$ cat src/rtl/flash_seq_pkg.sv
package flash_seq_pkg;

   typedef enum logic [2:0] {
      ST_IDLE  = 3'd0,
      ST_UNL1  = 3'd1,
      ST_CMD   = 3'd2,
      ST_ARG   = 3'd3,
      ST_EUNL1 = 3'd4,
      ST_ESEL  = 3'd5,
      ST_BUSY  = 3'd6,
      ST_CFI   = 3'd7
   } seq_state_e;

   localparam logic [7:0] K_UNL_A      = 8'hAA;
   localparam logic [7:0] K_UNL_B      = 8'h55;
   localparam logic [7:0] K_ERASE_SET  = 8'h80;
   localparam logic [7:0] K_AUTOSEL    = 8'h90;
   localparam logic [7:0] K_PROGRAM    = 8'hA0;
   localparam logic [7:0] K_SKIP_ON    = 8'h20;
   localparam logic [7:0] K_CHIP_ERASE = 8'h10;
   localparam logic [7:0] K_SECT_ERASE = 8'h30;
   localparam logic [7:0] K_QUERY      = 8'h98;
   localparam logic [7:0] K_RESET      = 8'hF0;
   localparam logic [7:0] K_SKIP_OFF   = 8'h00;
   localparam logic [15:0] QUERY_OFF   = 16'h0055;

endpackage

$ cat src/rtl/flash_addr_dec.sv
module flash_addr_dec #(
   parameter int ADDR_W  = 11,
   parameter int DATA_W  = 16,
   parameter int SECT_AW = 8,
   localparam int SHIFT   = (DATA_W == 32) ? 2 : ((DATA_W == 16) ? 1 : 0),
   localparam int WORD_AW = ADDR_W - SHIFT,
   localparam int OFF_W   = SECT_AW - SHIFT
) (
   input  logic [ADDR_W-1:0]  byte_addr,
   output logic [WORD_AW-1:0] word_addr,
   output logic [WORD_AW-1:0] sect_base,
   output logic [15:0]        sect_off
);

   generate
      case (DATA_W)
         8: begin : g_w8
            assign word_addr = byte_addr;
            assign sect_off  = 16'(byte_addr[SECT_AW-1:0]);
         end
         16: begin : g_w16
            assign word_addr = byte_addr[ADDR_W-1:1];
            assign sect_off  = 16'(byte_addr[SECT_AW-1:1]);
         end
         32: begin : g_w32
            assign word_addr = byte_addr[ADDR_W-1:2];
            assign sect_off  = 16'(byte_addr[SECT_AW-1:2]);
         end
         default: begin : g_bad
            $error("flash_addr_dec: DATA_W must be 8, 16 or 32");
         end
      endcase
   endgenerate

   assign sect_base = {byte_addr[ADDR_W-1:SECT_AW], {OFF_W{1'b0}}};

endmodule

$ cat src/rtl/flash_erase_eng.sv
module flash_erase_eng #(
   parameter int WORD_AW  = 10,
   parameter int OFF_W    = 7,
   parameter int SECT_CYC = 150,
   parameter int CHIP_MUL = 10,
   localparam int CHIP_CYC   = SECT_CYC * CHIP_MUL,
   localparam int TMR_W      = $clog2(CHIP_CYC + 1),
   localparam int CHIP_WORDS = 1 << WORD_AW,
   localparam int SECT_WORDS = 1 << OFF_W
) (
   input  logic               clk,
   input  logic               rst_n,
   input  logic               start,
   input  logic               chip,
   input  logic [WORD_AW-1:0] base_word,
   output logic               active,
   output logic               last,
   output logic               fill_we,
   output logic [WORD_AW-1:0] fill_addr
);

   if (SECT_CYC < SECT_WORDS) begin : g_chk_sect
      $error("flash_erase_eng: SECT_CYC shorter than sector fill");
   end
   if (CHIP_CYC < CHIP_WORDS) begin : g_chk_chip
      $error("flash_erase_eng: chip erase time shorter than array fill");
   end

   logic [TMR_W-1:0]   tmr_q;
   logic [WORD_AW:0]   left_q;
   logic [WORD_AW-1:0] ptr_q;

   always_ff @(posedge clk or negedge rst_n) begin
      if (!rst_n) begin
         active <= 1'b0;
         tmr_q  <= '0;
         left_q <= '0;
         ptr_q  <= '0;
      end else if (start) begin
         active <= 1'b1;
         tmr_q  <= chip ? TMR_W'(CHIP_CYC) : TMR_W'(SECT_CYC);
         left_q <= chip ? (WORD_AW+1)'(CHIP_WORDS) : (WORD_AW+1)'(SECT_WORDS);
         ptr_q  <= chip ? '0 : base_word;
      end else if (active) begin
         if (tmr_q == TMR_W'(1)) active <= 1'b0;
         else                   tmr_q  <= tmr_q - TMR_W'(1);
         if (left_q != '0) begin
            left_q <= left_q - (WORD_AW+1)'(1);
            ptr_q  <= ptr_q + WORD_AW'(1);
         end
      end
   end

   assign last      = active && (tmr_q == TMR_W'(1));
   assign fill_we   = active && (left_q != '0);
   assign fill_addr = ptr_q;

endmodule

$ cat src/rtl/flash_cmd_seq.sv
module flash_cmd_seq
   import flash_seq_pkg::*;
#(
   parameter int          ADDR_W   = 11,
   parameter int          DATA_W   = 16,
   parameter int          SECT_AW  = 8,
   parameter int          SECT_CYC = 150,
   parameter int          CHIP_MUL = 10,
   parameter logic [15:0] UNLOCK0  = 16'h0055,
   parameter logic [15:0] UNLOCK1  = 16'h002A,
   localparam int SHIFT   = (DATA_W == 32) ? 2 : ((DATA_W == 16) ? 1 : 0),
   localparam int WORD_AW = ADDR_W - SHIFT,
   localparam int OFF_W   = SECT_AW - SHIFT
) (
   input  logic               clk,
   input  logic               rst_n,
   input  logic               wr_en,
   input  logic [ADDR_W-1:0]  wr_addr,
   input  logic [DATA_W-1:0]  wr_data,
   input  logic               read_only,
   input  logic [DATA_W-1:0]  mem_rdata,
   output logic               mem_we,
   output logic [WORD_AW-1:0] mem_addr,
   output logic [DATA_W-1:0]  mem_wdata,
   output logic               busy,
   output logic               poll_bit,
   output logic               bypass_on,
   output logic [7:0]         cmd_code,
   output logic [2:0]         cyc_state
);

   if (OFF_W < 7) begin : g_chk_off
      $error("flash_cmd_seq: sector too small to hold the query offset");
   end
   if (UNLOCK0 >= 16'(1 << OFF_W) || UNLOCK1 >= 16'(1 << OFF_W)) begin : g_chk_unl
      $error("flash_cmd_seq: unlock offsets exceed sector word range");
   end
   if (SECT_AW >= ADDR_W) begin : g_chk_sz
      $error("flash_cmd_seq: need more than one sector");
   end

   logic [WORD_AW-1:0] word_addr, sect_base, fill_addr;
   logic [15:0]        off;
   logic               eng_last, fill_we;

   flash_addr_dec #(
      .ADDR_W (ADDR_W),
      .DATA_W (DATA_W),
      .SECT_AW(SECT_AW)
   ) u_dec (
      .byte_addr(wr_addr),
      .word_addr(word_addr),
      .sect_base(sect_base),
      .sect_off (off)
   );

   seq_state_e st_q, st_d;
   logic [7:0] cmd_q, cmd_d;
   logic       byp_q, byp_d;
   logic       poll_q, poll_d;
   logic       er_start, er_chip, prog_req;

   logic [7:0] db;
   logic       at_u0, at_u1, at_qry;

   assign db     = wr_data[7:0];
   assign at_u0  = (off == UNLOCK0);
   assign at_u1  = (off == UNLOCK1);
   assign at_qry = (off == QUERY_OFF);

   flash_erase_eng #(
      .WORD_AW (WORD_AW),
      .OFF_W   (OFF_W),
      .SECT_CYC(SECT_CYC),
      .CHIP_MUL(CHIP_MUL)
   ) u_eng (
      .clk      (clk),
      .rst_n    (rst_n),
      .start    (er_start),
      .chip     (er_chip),
      .base_word(sect_base),
      .active   (busy),
      .last     (eng_last),
      .fill_we  (fill_we),
      .fill_addr(fill_addr)
   );

   always_comb begin
      st_d     = st_q;
      cmd_d    = cmd_q;
      byp_d    = byp_q;
      poll_d   = poll_q;
      er_start = 1'b0;
      er_chip  = 1'b0;
      prog_req = 1'b0;

      if (st_q == ST_BUSY) begin
         if (eng_last) begin
            st_d   = byp_q ? ST_CMD : ST_IDLE;
            cmd_d  = 8'h00;
            poll_d = ~poll_q;
         end
      end else if (wr_en) begin
         if (db == K_RESET && !(st_q == ST_ARG && cmd_q == K_PROGRAM)) begin
            st_d  = ST_IDLE;
            cmd_d = 8'h00;
            byp_d = 1'b0;
         end else begin
            // default outcome of a rejected write
            st_d  = ST_IDLE;
            cmd_d = 8'h00;
            byp_d = 1'b0;
            unique case (st_q)
               ST_IDLE: begin
                  if (at_qry && db == K_QUERY) begin
                     st_d  = ST_CFI;
                     cmd_d = K_QUERY;
                  end else if (at_u0 && db == K_UNL_A) begin
                     st_d = ST_UNL1;
                  end
               end
               ST_UNL1: begin
                  if (at_u1 && db == K_UNL_B) st_d = ST_CMD;
               end
               ST_CMD: begin
                  if (byp_q || at_u0) begin
                     if (db == K_SKIP_ON) begin
                        st_d  = ST_CMD;
                        byp_d = 1'b1;
                     end else if (db == K_ERASE_SET || db == K_AUTOSEL || db == K_PROGRAM) begin
                        st_d  = ST_ARG;
                        cmd_d = db;
                        byp_d = byp_q;
                     end
                  end
               end
               ST_ARG: begin
                  if (cmd_q == K_PROGRAM) begin
                     prog_req = 1'b1;
                     poll_d   = ~wr_data[7];
                     st_d     = byp_q ? ST_CMD : ST_IDLE;
                     byp_d    = byp_q;
                  end else if (cmd_q == K_AUTOSEL) begin
                     if (!(byp_q && db == K_SKIP_OFF) && at_qry && db == K_QUERY) begin
                        st_d  = ST_CFI;
                        cmd_d = K_QUERY;
                        byp_d = byp_q;
                     end
                  end else if (cmd_q == K_ERASE_SET) begin
                     if (at_u0 && db == K_UNL_A) begin
                        st_d  = ST_EUNL1;
                        cmd_d = cmd_q;
                        byp_d = byp_q;
                     end
                  end
               end
               ST_EUNL1: begin
                  if (at_u1 && db == K_UNL_B) begin
                     st_d  = ST_ESEL;
                     cmd_d = cmd_q;
                     byp_d = byp_q;
                  end
               end
               ST_ESEL: begin
                  if ((db == K_CHIP_ERASE && at_u0) || db == K_SECT_ERASE) begin
                     st_d     = ST_BUSY;
                     cmd_d    = db;
                     byp_d    = byp_q;
                     poll_d   = 1'b0;
                     er_start = 1'b1;
                     er_chip  = (db == K_CHIP_ERASE);
                  end
               end
               default: ;
            endcase
         end
      end
   end

   always_ff @(posedge clk or negedge rst_n) begin
      if (!rst_n) begin
         st_q   <= ST_IDLE;
         cmd_q  <= 8'h00;
         byp_q  <= 1'b0;
         poll_q <= 1'b0;
      end else begin
         st_q   <= st_d;
         cmd_q  <= cmd_d;
         byp_q  <= byp_d;
         poll_q <= poll_d;
      end
   end

   assign mem_we    = !read_only && (prog_req || fill_we);
   assign mem_addr  = fill_we ? fill_addr : word_addr;
   assign mem_wdata = fill_we ? {DATA_W{1'b1}} : (mem_rdata & wr_data);

   assign poll_bit  = poll_q;
   assign bypass_on = byp_q;
   assign cmd_code  = cmd_q;
   assign cyc_state = st_q;

endmodule

$ cat config.mk
export PLATFORM = sky130hd
export DESIGN_NAME = flash_cmd_seq
export DESIGN_NICKNAME = d
export VERILOG_FILES = /design/src/rtl/flash_seq_pkg.sv /design/src/rtl/flash_addr_dec.sv /design/src/rtl/flash_erase_eng.sv /design/src/rtl/flash_cmd_seq.sv
export SDC_FILE = /design/constraint.sdc
export NUM_CORES = 1
export LEC_CHECK = 0
export ABC_AREA = 0
export BUFFER_PORTS_ARGS = -buffer_cell sky130_fd_sc_hd__buf_4
export CAP_MARGIN = 20
export CORE_ASPECT_RATIO = 1.2
export CORE_MARGIN = 8
export CORE_UTILIZATION = 45
export CTS_BUF_LIST = sky130_fd_sc_hd__clkbuf_4
export DETAILED_ROUTE_END_ITERATION = 10
export PLACE_DENSITY_LB_ADDON = 0.15
export SETUP_SLACK_MARGIN = 0.5
export SYNTH_ARGS = -nofsm -noshare
export SYNTH_HDL_FRONTEND = slang
export SYNTH_SLANG_ARGS = --single-unit
$ cat constraint.sdc
create_clock -name clk -period 6.2 [get_ports clk]
set_input_delay 0.62 -clock clk [delete_from_list [all_inputs] [get_ports clk]]
set_output_delay 0.62 -clock clk [all_outputs]
set_load 0.005 [all_outputs]
==> qor.txt, run 1 <==
Outcome: finished, final reports clean
Maxcap violations: 0
Finished Cell Area: 3770 µm²
Clock share of power: 18.8%
Yosys reg bits: 46
Synth Area in Compound Gates: 14.6%
Mean area per synthesized cell: 8.41 µm²
Final GP Congestion: 0.860
Slew @ Worst Pin: 1020 ps
Starting Density: 45.5%
Syn_nets: 413
Final hold vios: 0
Logic pwr share: 27.2%
Post-DP HPWL: 6270 µm
Met1 usage: 19.2%
Synth cell types: 65
Share of layout cells above drive strength 1: 27.1%
Vias per cell: 5.49
Leakage: 1.69 nW
Crit start category: flip-flop
Detail Route Antenna Nets: 0
NetSw: 271 µW
Largest family of logic cells by synthesized area: simple AND/OR/NAND/NOR gates
GR Layer Usage met3: 4.09%
Placed inst area: 3710 µm²
Synth Flop Type: dfrtp_1
GRT Overall Usage: 16.9%
Root buf cell: clkbuf_4
Final Cycle Share: 54.8%
# IOs: 88
Die H: 106 µm
Grt peak-use layer: met2
Initial antenna violation count: 0
Global-route wire length before repair: 13,600 µm
Clock-pin transition on the worst setup and hold timing paths: 140 ps
Internal: 529 µW
CTS-repair resized insts: 0
Vias in the first global route: 2,849
Iter 0 DRT Violations: 92
Highest clock rate: 294 MHz
Hold Path Class: input port to asynchronous set/reset pin
Worst setup EP type: primary output
Tmin final: 3400 ps
Total Die Area: 9660 µm²
Critical path class: flip-flop to primary output
Clk buf depth: 2
FP Rows: 33
Sequential fraction of the synthesis area: 37.8%
Hold Buf Count CTS: 0
ANT cells: 0
Die Width: 91.1 µm
Final setup vio count: 0
Post-synthesis cell area: 3040 µm²
Multiplexer share of the synthesized area: 2.18%
Post-route DRC: 0
Largest net degree at the start of global routing: 47
CTS tree: done
Adder-cell share of the synthesized area: 1.64%
Ys Warns: 0
CTS buffer count: 5
RSZ-0062 raised after global routing: no
Relative slew slack: 31.5%
Final nets: 492
Post-Synth Simple-Gate Area: 34.0%
Skew final: 17.1 ps
Port Buffer Count: 86
Drt first pass iters: 6
CP arrival: 2780 ps
Worst Path Max Fanout: 30
DP Cell Count: 521
Final std cells w/o fill: 529
EDFF count, synth: 0
CTS Sinks: 46
Seq pwr share: 53.9%
Max-slew violations: 0
Clock latency on the worst-skew pair: 360 ps
VDD IR max: 0.164 mV
Core area: 6690 µm²
Cell Pwr Density: 212 nW/µm²
Vias: 2,906
Post-Synth XOR/XNOR Area: 5.47%
Buffer count from post-CTS setup fixing: 0
Ys async rst share: 100%
Layout area overhead: 23.9%
Critical Path RT: 5580 ps
Cells after Synth: 362
Switching Fraction: 33.9%
Post-route setup TNS: 0 ps
Avg WL per Cell: 15.9 µm
Total wire length: 8420 µm
Share of the core filled with cells: 56.4%
Global Route met2 Usage: 30.0%
Htree depth: 2
Total gr overflow: 0
Filler cells: 643
[logic make-up after synthesis]
family | after synthesis
AOI/OAI and AO/OA | 62
buffers and inverters | 24
and+or+nand+nor | 202
xor gates and xnor gates | 19
muxes | 5
adders and majority gates | 4
DFF | 46
[worst paths after layout]
path / startpoint / end / slack [ps] / cells past startpoint
hold reg to reg: u_eng.tmr_q[10] / u_eng.tmr_q[10] / 540 / 1
max in group asynchronous: rst_n / u_eng.fill_addr[5] / 5550 / 1
setup / recovery: u_eng.left_q[0] / mem_wdata[2] / 2800 / 7
hold / removal: rst_n / cmd_code[0] / 230 / 1
setup reg to reg: u_eng.left_q[0] / u_eng.fill_addr[5] / 3460 / 7
min in group clk: wr_en / cyc_state[0] / 470 / 2
[cell type report]
type	instances	area, µm²	share of cell area (%)
clock buffer	6	45.0	1.19
timing repair buffer	86	646	17.1
inverter	10	37.5	0.996
clock inverter	2	12.5	0.332
sequential	46	1150	30.5
multi-input combinational	292	1770	46.9
tap	87	109	2.89
[per-layer routing]
metal	share of wire [%]	vias to the layer above
li1	-	1434
met1	44	1377
met2	50	87
met3	5.1	8
met4	1.2	0
met5	0	-
[critical path, stage by stage (launching register included)]
cell and delay, ps:
dfrtp_1 440, inv_1 80, ha_1 220, nor4b_1 440, nand3_1 130, nand2_1 760, nand2_1 150, buf_4 190
[sequential cells by signal (all words and copies together), names as in the netlist]
name,count
bypass_on,1
u_eng.tmr_q,11
u_eng.left_q,11
u_eng.active,1
cmd_code,8
cyc_state,3
u_eng.fill_addr,10
poll_bit,1
[power groups by stage]
stage / Combinational, mW / Sequential (mW) / Clock [mW]
5_1_grt: 0.249 / 0.442 / 0.168
3_5_place_dp: 0.221 / 0.436 / 0
4_1_cts: 0.223 / 0.431 / 0.158
2_1_floorplan: 0.135 / 0.420 / 0
6_report: 0.218 / 0.432 / 0.151
3_3_place_gp: 0.216 / 0.433 / 0
[metrics by stage]
step	setup WS, ps	power (mW)	hold WS [ps]
6_report	2800	0.801	231
4_1_cts	2770	0.811	238
2_1_floorplan	3900	0.555	324
3_3_place_gp	3290	0.649	476
3_5_place_dp	3200	0.658	511
5_1_grt	2510	0.858	251
[cell usage in the layout, fill, tap and decap left out, types with 4 or more instances in the layout]
master    count
o21ai_0      14
ha_1          4
and2_2        4
nor2_1       30
and3_1        5
inv_1        10
nand4_1       4
nor3_1       13
buf_4        86
o22ai_1       4
dfrtp_1      46
nor4_1        6
or2_2         4
nor4b_1       5
nor2b_1       4
nand2_1      91
xnor2_1      13
xor2_1        6
a21oi_1      17
clkbuf_4      6
nand3_1       8
[cells in the mapped netlist (2+ instances only)]
master / n / share of area (%)
a21o_1: 3 / 0.74
a21oi_1: 17 / 2.8
a41oi_1: 2 / 0.58
and2_2: 4 / 0.99
and3_1: 5 / 1.0
and4_1: 3 / 0.86
and4_2: 2 / 0.66
and4b_1: 2 / 0.66
buf_2: 6 / 0.99
clkbuf_1: 3 / 0.37
clkbuf_8: 2 / 0.90
dfrtp_1: 46 / 38
ha_1: 4 / 1.6
inv_1: 10 / 1.2
mux2_4: 3 / 1.5
nand2_1: 91 / 11
nand3_1: 8 / 1.3
nand3b_1: 3 / 0.74
nand4_1: 4 / 0.82
nor2_1: 30 / 3.7
nor2b_1: 4 / 0.82
nor3_1: 13 / 2.1
nor3b_1: 2 / 0.49
nor4_1: 6 / 1.2
nor4b_1: 5 / 1.4
o2111a_1: 2 / 0.74
o211a_1: 3 / 0.99
o211ai_1: 2 / 0.49
o21ai_0: 14 / 2.3
o22ai_1: 4 / 0.82
o2bb2ai_1: 2 / 0.58
o31ai_4: 2 / 1.4
or2_2: 4 / 0.82
or3_1: 3 / 0.62
xnor2_1: 13 / 3.7
xor2_1: 6 / 1.7
(Power assumes the default switching activity.)
==> run 2: changes to the inputs <==
--- a/config.mk
+++ b/config.mk
@@ -5,7 +5,7 @@
 export SDC_FILE = /design/constraint.sdc
 export NUM_CORES = 1
 export LEC_CHECK = 0
-export ABC_AREA = 0
+export ABC_AREA = 1
 export BUFFER_PORTS_ARGS = -buffer_cell sky130_fd_sc_hd__buf_4
 export CAP_MARGIN = 20
 export CORE_ASPECT_RATIO = 1.2
==> constraint.sdc (replaced) <==
create_clock -name clk -period 3.34 [get_ports clk]
set_input_delay 0.334 -clock clk [delete_from_list [all_inputs] [get_ports clk]]
set_output_delay 0.334 -clock clk [all_outputs]
set_load 0.005 [all_outputs]
==> qor.txt, run 2 <==
Final WS setup: 756 ps
Starting Density: 46.5%
EDFF count, synth: 0
Mean area per synthesized cell: 6.77 µm²
Delay-heaviest family, CP: buffers and inverters
Tmin final: 2580 ps
# IOs: 88
Post-DP HPWL: 7390 µm
Initial antenna violation count: 0
Worst Path Max Fanout: 48
Iter 0 DRT Violations: 88
Largest net degree at the start of global routing: 49
Port Buffer Count: 86
Post-Synth Simple-Gate Area: 45.5%
Post-Synth XOR/XNOR Area: 3.69%
Maxcap violations: 0
HP Start: wr_addr[10]
Finished Cell Area: 4350 µm²
CP max-delay cell: dfrtp_1
Reg2reg start: u_eng.left_q[0]
Most common cell after layout, fill and taps aside: nand2_1
Vias per cell: 4.99
DR WL met2: 5000 µm
Clock-pin transition on the worst setup and hold timing paths: 160 ps
Cell Pwr Density: 235 nW/µm²
Area leader, netlist: dfrtp_1
Htree depth: 2
Worst setup EP type: primary output
Outcome: finished, final reports clean
Cells after Synth: 526
Worst Hold End: u_eng.fill_addr[9]
Share of layout cells above drive strength 1: 23.6%
Max-slew violations: 0
Total gr overflow: 0
Die H: 113 µm
Post-route setup TNS: 0 ps
VDD IR max: 0.175 mV
Final Cycle Share: 77.4%
Critical path class: flip-flop to primary output
R2R cell count: 10
RSZ-0062 raised after global routing: no
Dpl ws: 1100 ps
Clock latency on the worst-skew pair: 370 ps
Critical-path cell list: inv_1, ha_1, nand2_1, nor2_1, nand3_1, nand2_2, buf_6, nand2_1, o21ai_0, buf_4
Detail Route Antenna Nets: 0
Synth cell types: 38
Drt first pass iters: 4
Post-synthesis cell area: 3560 µm²
Global-route wire length before repair: 16,100 µm
CTS tree: done
Multiplexer share of the synthesized area: 0%
WP depth: 10
Placed inst area: 4260 µm²
Top-count cell post-synth: nand2_1
CTS buffer count: 5
Final hold vios: 0
Largest stage delay on the critical path: 390 ps
Core area: 7660 µm²
Synth Flop Type: dfrtp_1
Avg WL per Cell: 13.3 µm
Final GP Congestion: 0.934
FF-to-FF setup slack: 1270 ps
Vias: 3,525
Skew final: 12.0 ps
Crit path launch: u_eng.left_q[0]
Capturing point of the worst reg2reg path: u_eng.fill_addr[3]
Highest clock rate: 387 MHz
Hold Path Class: input port to flip-flop
ANT cells: 0
Clk buf depth: 2
Total Die Area: 11,000 µm²
Total power: 1.02 mW
Hold Path Stages: 3
Commonest cells post-synth: 152 x nand2_1, 80 x nor2_1, 62 x inv_1
Ys async rst share: 100%
Leakage: 2.25 nW
Synth Area in Compound Gates: 7.34%
Crit start category: flip-flop
Synth top area share: 32.3%
Final setup vio count: 0
Most used cell, CP: nand2_1
CTS Sinks: 46
Synth area leaders: dfrtp_1 32%, nand2_1 16%, nor2_1 8.4%
Vias in the first global route: 3,460
Hold WS: 222 ps
Total wire length: 9410 µm
CP bufs+invs: 3
FP Rows: 35
Slew @ Worst Pin: 614 ps
Post-route DRC: 0
Relative slew slack: 59.0%
CP arrival: 2250 ps
Yosys reg bits: 46
Die Width: 97.2 µm
WL met1: 3980 µm
Syn_nets: 577
Layout area overhead: 22.2%
Ys Warns: 0
Highest Signal Layer: met4
Critical Path RT: 3010 ps
Root buf cell: clkbuf_4
Most frequent cells in the layout: 152 x nand2_1, 86 x buf_4, 80 x nor2_1
Sequential fraction of the synthesis area: 32.3%
Adder-cell share of the synthesized area: 1.40%
Filler cells: 782
Largest family of logic cells by synthesized area: simple AND/OR/NAND/NOR gates
Met3 wire length: 304 µm
GRT Overall Usage: 17.1%
Final nets: 664
[run 2: cell count changes in the layout (fill, tap and decap cells not counted), moves of 6 or more]
cell     previous run  this run
nand2_1            91       152
inv_1              10        62
nor2_1             30        80
nand3_1             8        47
a21oi_1            17         7
o21ai_0            14        23
xnor2_1            13         4
inv_2               0         8
o21ai_2             0         8
nor2_2              0         6
[run 2: kinds of logic (layout without fill, tap and decap cells)]
family / after synthesis / after routing
xor+xnor: 15 / 15
fa+ha+maj: 4 / 4
buf+inv: 80 / 168
flops: 46 / 46
simple gates: 336 / 336
compound gates: 45 / 45
[run 2: layout make-up]
| cell class | count | area (µm²) | share of cell area [%] |
|---|---|---|---|
| Multi-Input combinational cell | 400 | 2060 | 47.4 |
| Clock inverter | 3 | 43.8 | 1.01 |
| Sequential cell | 46 | 1150 | 26.4 |
| Timing Repair Buffer | 88 | 667 | 15.3 |
| Inverter | 72 | 275 | 6.32 |
| Clock buffer | 5 | 37.5 | 0.862 |
| Tap cell | 92 | 115 | 2.64 |
[run 2: what timing repair did]
| item | in CTS | in global routing |
|---|---|---|
| endpoints found under the setup margin | 0 | 19 |
| resized for setup | 0 | 1 |
| hold buffers | 1 | 0 |
| hold endpoints to repair | 46 | 0 |
| buffers inserted | 0 | 0 |
[run 2: where the power goes]
group	leakage [nW]	switching, mW	total, mW	internal (mW)
clock	0.0456	0.199	0.358	0.159
sequential	0.578	0.00000819	0.557	0.557
combinational	1.62	0.0576	0.108	0.0501
total	2.25	0.256	1.02	0.766
[run 2: worst max path at each step]
stage	end	slack, ps
2_1_floorplan	mem_wdata[10]	1490
3_3_place_gp	mem_addr[2]	1140
3_5_place_dp	mem_addr[3]	1100
4_1_cts	mem_addr[3]	640
5_1_grt	mem_addr[4]	500
6_report	mem_addr[0]	760
[run 2: tightest hold or removal path, delay by kind of cell]
| family | cells | cell delay, ps |
|---|---|---|
| AOI/OAI and AO/OA | 1 | 60 |
| buffers and inverters | 1 | 110 |
| and+or+nand+nor | 1 | 70 |
[run 2: per-stage QoR]
| stage | instances | utilization, % |
|---|---|---|
| after floorplan | 526 | - |
| after global placement | 697 | 55.6 |
| after detailed placement | 697 | 55.6 |
| after CTS | 706 | 56.8 |
| after global routing | 706 | 56.8 |
| final | 706 | 56.8 |
[run 2: routing by layer]
metal  vias up  GRT usage, %
met5         -             0
li1       1825             -
met3        10          2.84
met1      1621          19.9
met2        69          31.3
met4         0          5.26
==> run 3: changes to the inputs <==
--- a/config.mk
+++ b/config.mk
@@ -5,7 +5,7 @@
 export SDC_FILE = /design/constraint.sdc
 export NUM_CORES = 1
 export LEC_CHECK = 0
-export ABC_AREA = 1
+export ABC_AREA = 0
 export BUFFER_PORTS_ARGS = -buffer_cell sky130_fd_sc_hd__buf_4
 export CAP_MARGIN = 20
 export CORE_ASPECT_RATIO = 1.2
==> constraint.sdc (replaced) <==
create_clock -name clk -period 2.1 [get_ports clk]
set_input_delay 0.21 -clock clk [delete_from_list [all_inputs] [get_ports clk]]
set_output_delay 0.21 -clock clk [all_outputs]
set_load 0.005 [all_outputs]
==> qor.txt, run 3 (synthesis gave the netlist of run 1 again) <==
Outcome: finished, violations left
Failing checks: setup timing
Share of the core filled with cells: 79.5%
Critical path class: flip-flop to primary output
DP Cell Count: 549
Share of layout cells above drive strength 1: 57.4%
Internal: 2.04 mW
Most frequent cells in the layout: 111 x buf_4, 49 x nand2_1, 44 x buf_6
Detail Route Antenna Nets: 0
Skew final: 13.5 ps
Most common cell after layout, fill and taps aside: buf_4
Clk buf depth: 2
Logic pwr share: 36.8%
# IOs: 88
Leakage: 2.40 nW
Switching Fraction: 34.3%
FP Rows: 33
Largest net degree at the start of global routing: 47
Max-slew violations: 0
Core area: 6690 µm²
CP arrival: 2020 ps
Seq pwr share: 41.9%
Final WS setup: -131 ps
Post-DP HPWL: 6640 µm
Dpl ws: -14.6 ps
Htree depth: 2
Final std cells w/o fill: 608
CTS Sinks: 46
Final nets: 571
Final GP Congestion: 0.861
Hold WS: 74.2 ps
VDD IR max: 0.557 mV
Tmin final: 2230 ps
RSZ-0062 raised after global routing: yes
Final setup vio count: 37
Drt first pass iters: 4
Final hold vios: 0
Vias: 3,438
Starting Density: 45.5%
Die Width: 91.1 µm
Global-route wire length before repair: 16,900 µm
Initial antenna violation count: 0
Avg WL per Cell: 18.6 µm
Total wire length: 11,300 µm
Total Die Area: 9660 µm²
CTS buffer count: 5
Vias per cell: 5.65
Die H: 106 µm
Root buf cell: clkbuf_4
Layout area overhead: 74.7%
Post-route setup TNS: -2600 ps
Clock latency on the worst-skew pair: 360 ps
Crit start category: flip-flop
Clock share of power: 21.3%
Slew @ Worst Pin: 905 ps
Relative slew slack: 39.2%
GRT Overall Usage: 21.2%
Post-route DRC: 0
ANT cells: 0
Worst setup EP type: primary output
Cell Pwr Density: 585 nW/µm²
Clock-pin transition on the worst setup and hold timing paths: 150 ps
Maxcap violations: 0
Worst Path Max Fanout: 6
Port Buffer Count: 86
Vias in the first global route: 3,431
CTS tree: done
Critical Path RT: 1890 ps
Hold Path Class: input port to flip-flop
Highest clock rate: 448 MHz
Final Cycle Share: 106%
NetSw: 1.07 mW
Total gr overflow: 0
Iter 0 DRT Violations: 129
==> run 3: final timing paths <==
check                      slack [ps]            start  cells after the start                 end
setup / recovery                 -130  u_eng.left_q[0]                      9         mem_addr[2]
hold / removal                     70            wr_en                      2        cyc_state[0]
setup reg to reg                  -80  u_eng.left_q[0]                     11  u_eng.fill_addr[6]
hold reg to reg                   550   u_eng.tmr_q[9]                      2      u_eng.tmr_q[9]
max in group asynchronous        1280            rst_n                      2     u_eng.left_q[4]
min in group asynchronous         370            rst_n                      2         cmd_code[0]
==> run 3: metrics by stage <==
| step | instance area [µm²] | total power, mW |
|---|---|---|
| detailed placement | 4050 | 2.11 |
| finish | 5320 | 3.11 |
| CTS | 4910 | 2.90 |
| floorplan | 3160 | 1.71 |
| global route | 5320 | 3.28 |
| global placement | 4050 | 2.08 |
==> run 3: layer usage <==
metal / up-vias / wire length [µm] / global-route usage, %
li1: 1593 / - / -
met1: 1692 / 4280 / 23.4
met2: 125 / 6130 / 38.4
met3: 28 / 619 / 4.86
met4: 0 / 286 / 8.56
met5: - / 0 / 0
==> run 3: critical path, stage by stage, from the launching register on <==
cell and delay (ps):
dfrtp_1 420, inv_2 80, ha_4 140, nor4b_4 270
nand3_2 140, nand2_4 200, clkbuf_16 200, nand2_1 70
nand2_2 60, buf_6 80
==> run 3: area by class of cell <==
class                           count  area, µm²
Tap cell                           87        109
Clock buffer                        5       37.5
Clock inverter                      3       63.8
Inverter                           10       37.5
Multi-Input combinational cell    292       2370
Timing Repair Buffer              165       1540
Fill cell                         396       1370
Sequential cell                    46       1150
==> run 3: power groups by stage <==
stage               sequential [mW]  combinational [mW]  clock [mW]
CTS                            1.28               0.943       0.676
global placement               1.28               0.798           0
floorplan                      1.28               0.432           0
finish                         1.30                1.14       0.661
detailed placement             1.29               0.820           0
global route                   1.33                1.24       0.713
==> run 3: what timing repair did <==
action	4_1_cts	5_1_grt
buffers inserted	33	11
cloned	4	2
endpoints found under the hold margin	46	0
gates resized for setup	111	71
pin swaps	41	27
endpoints found under the setup margin	73	73
hold buffers	1	0
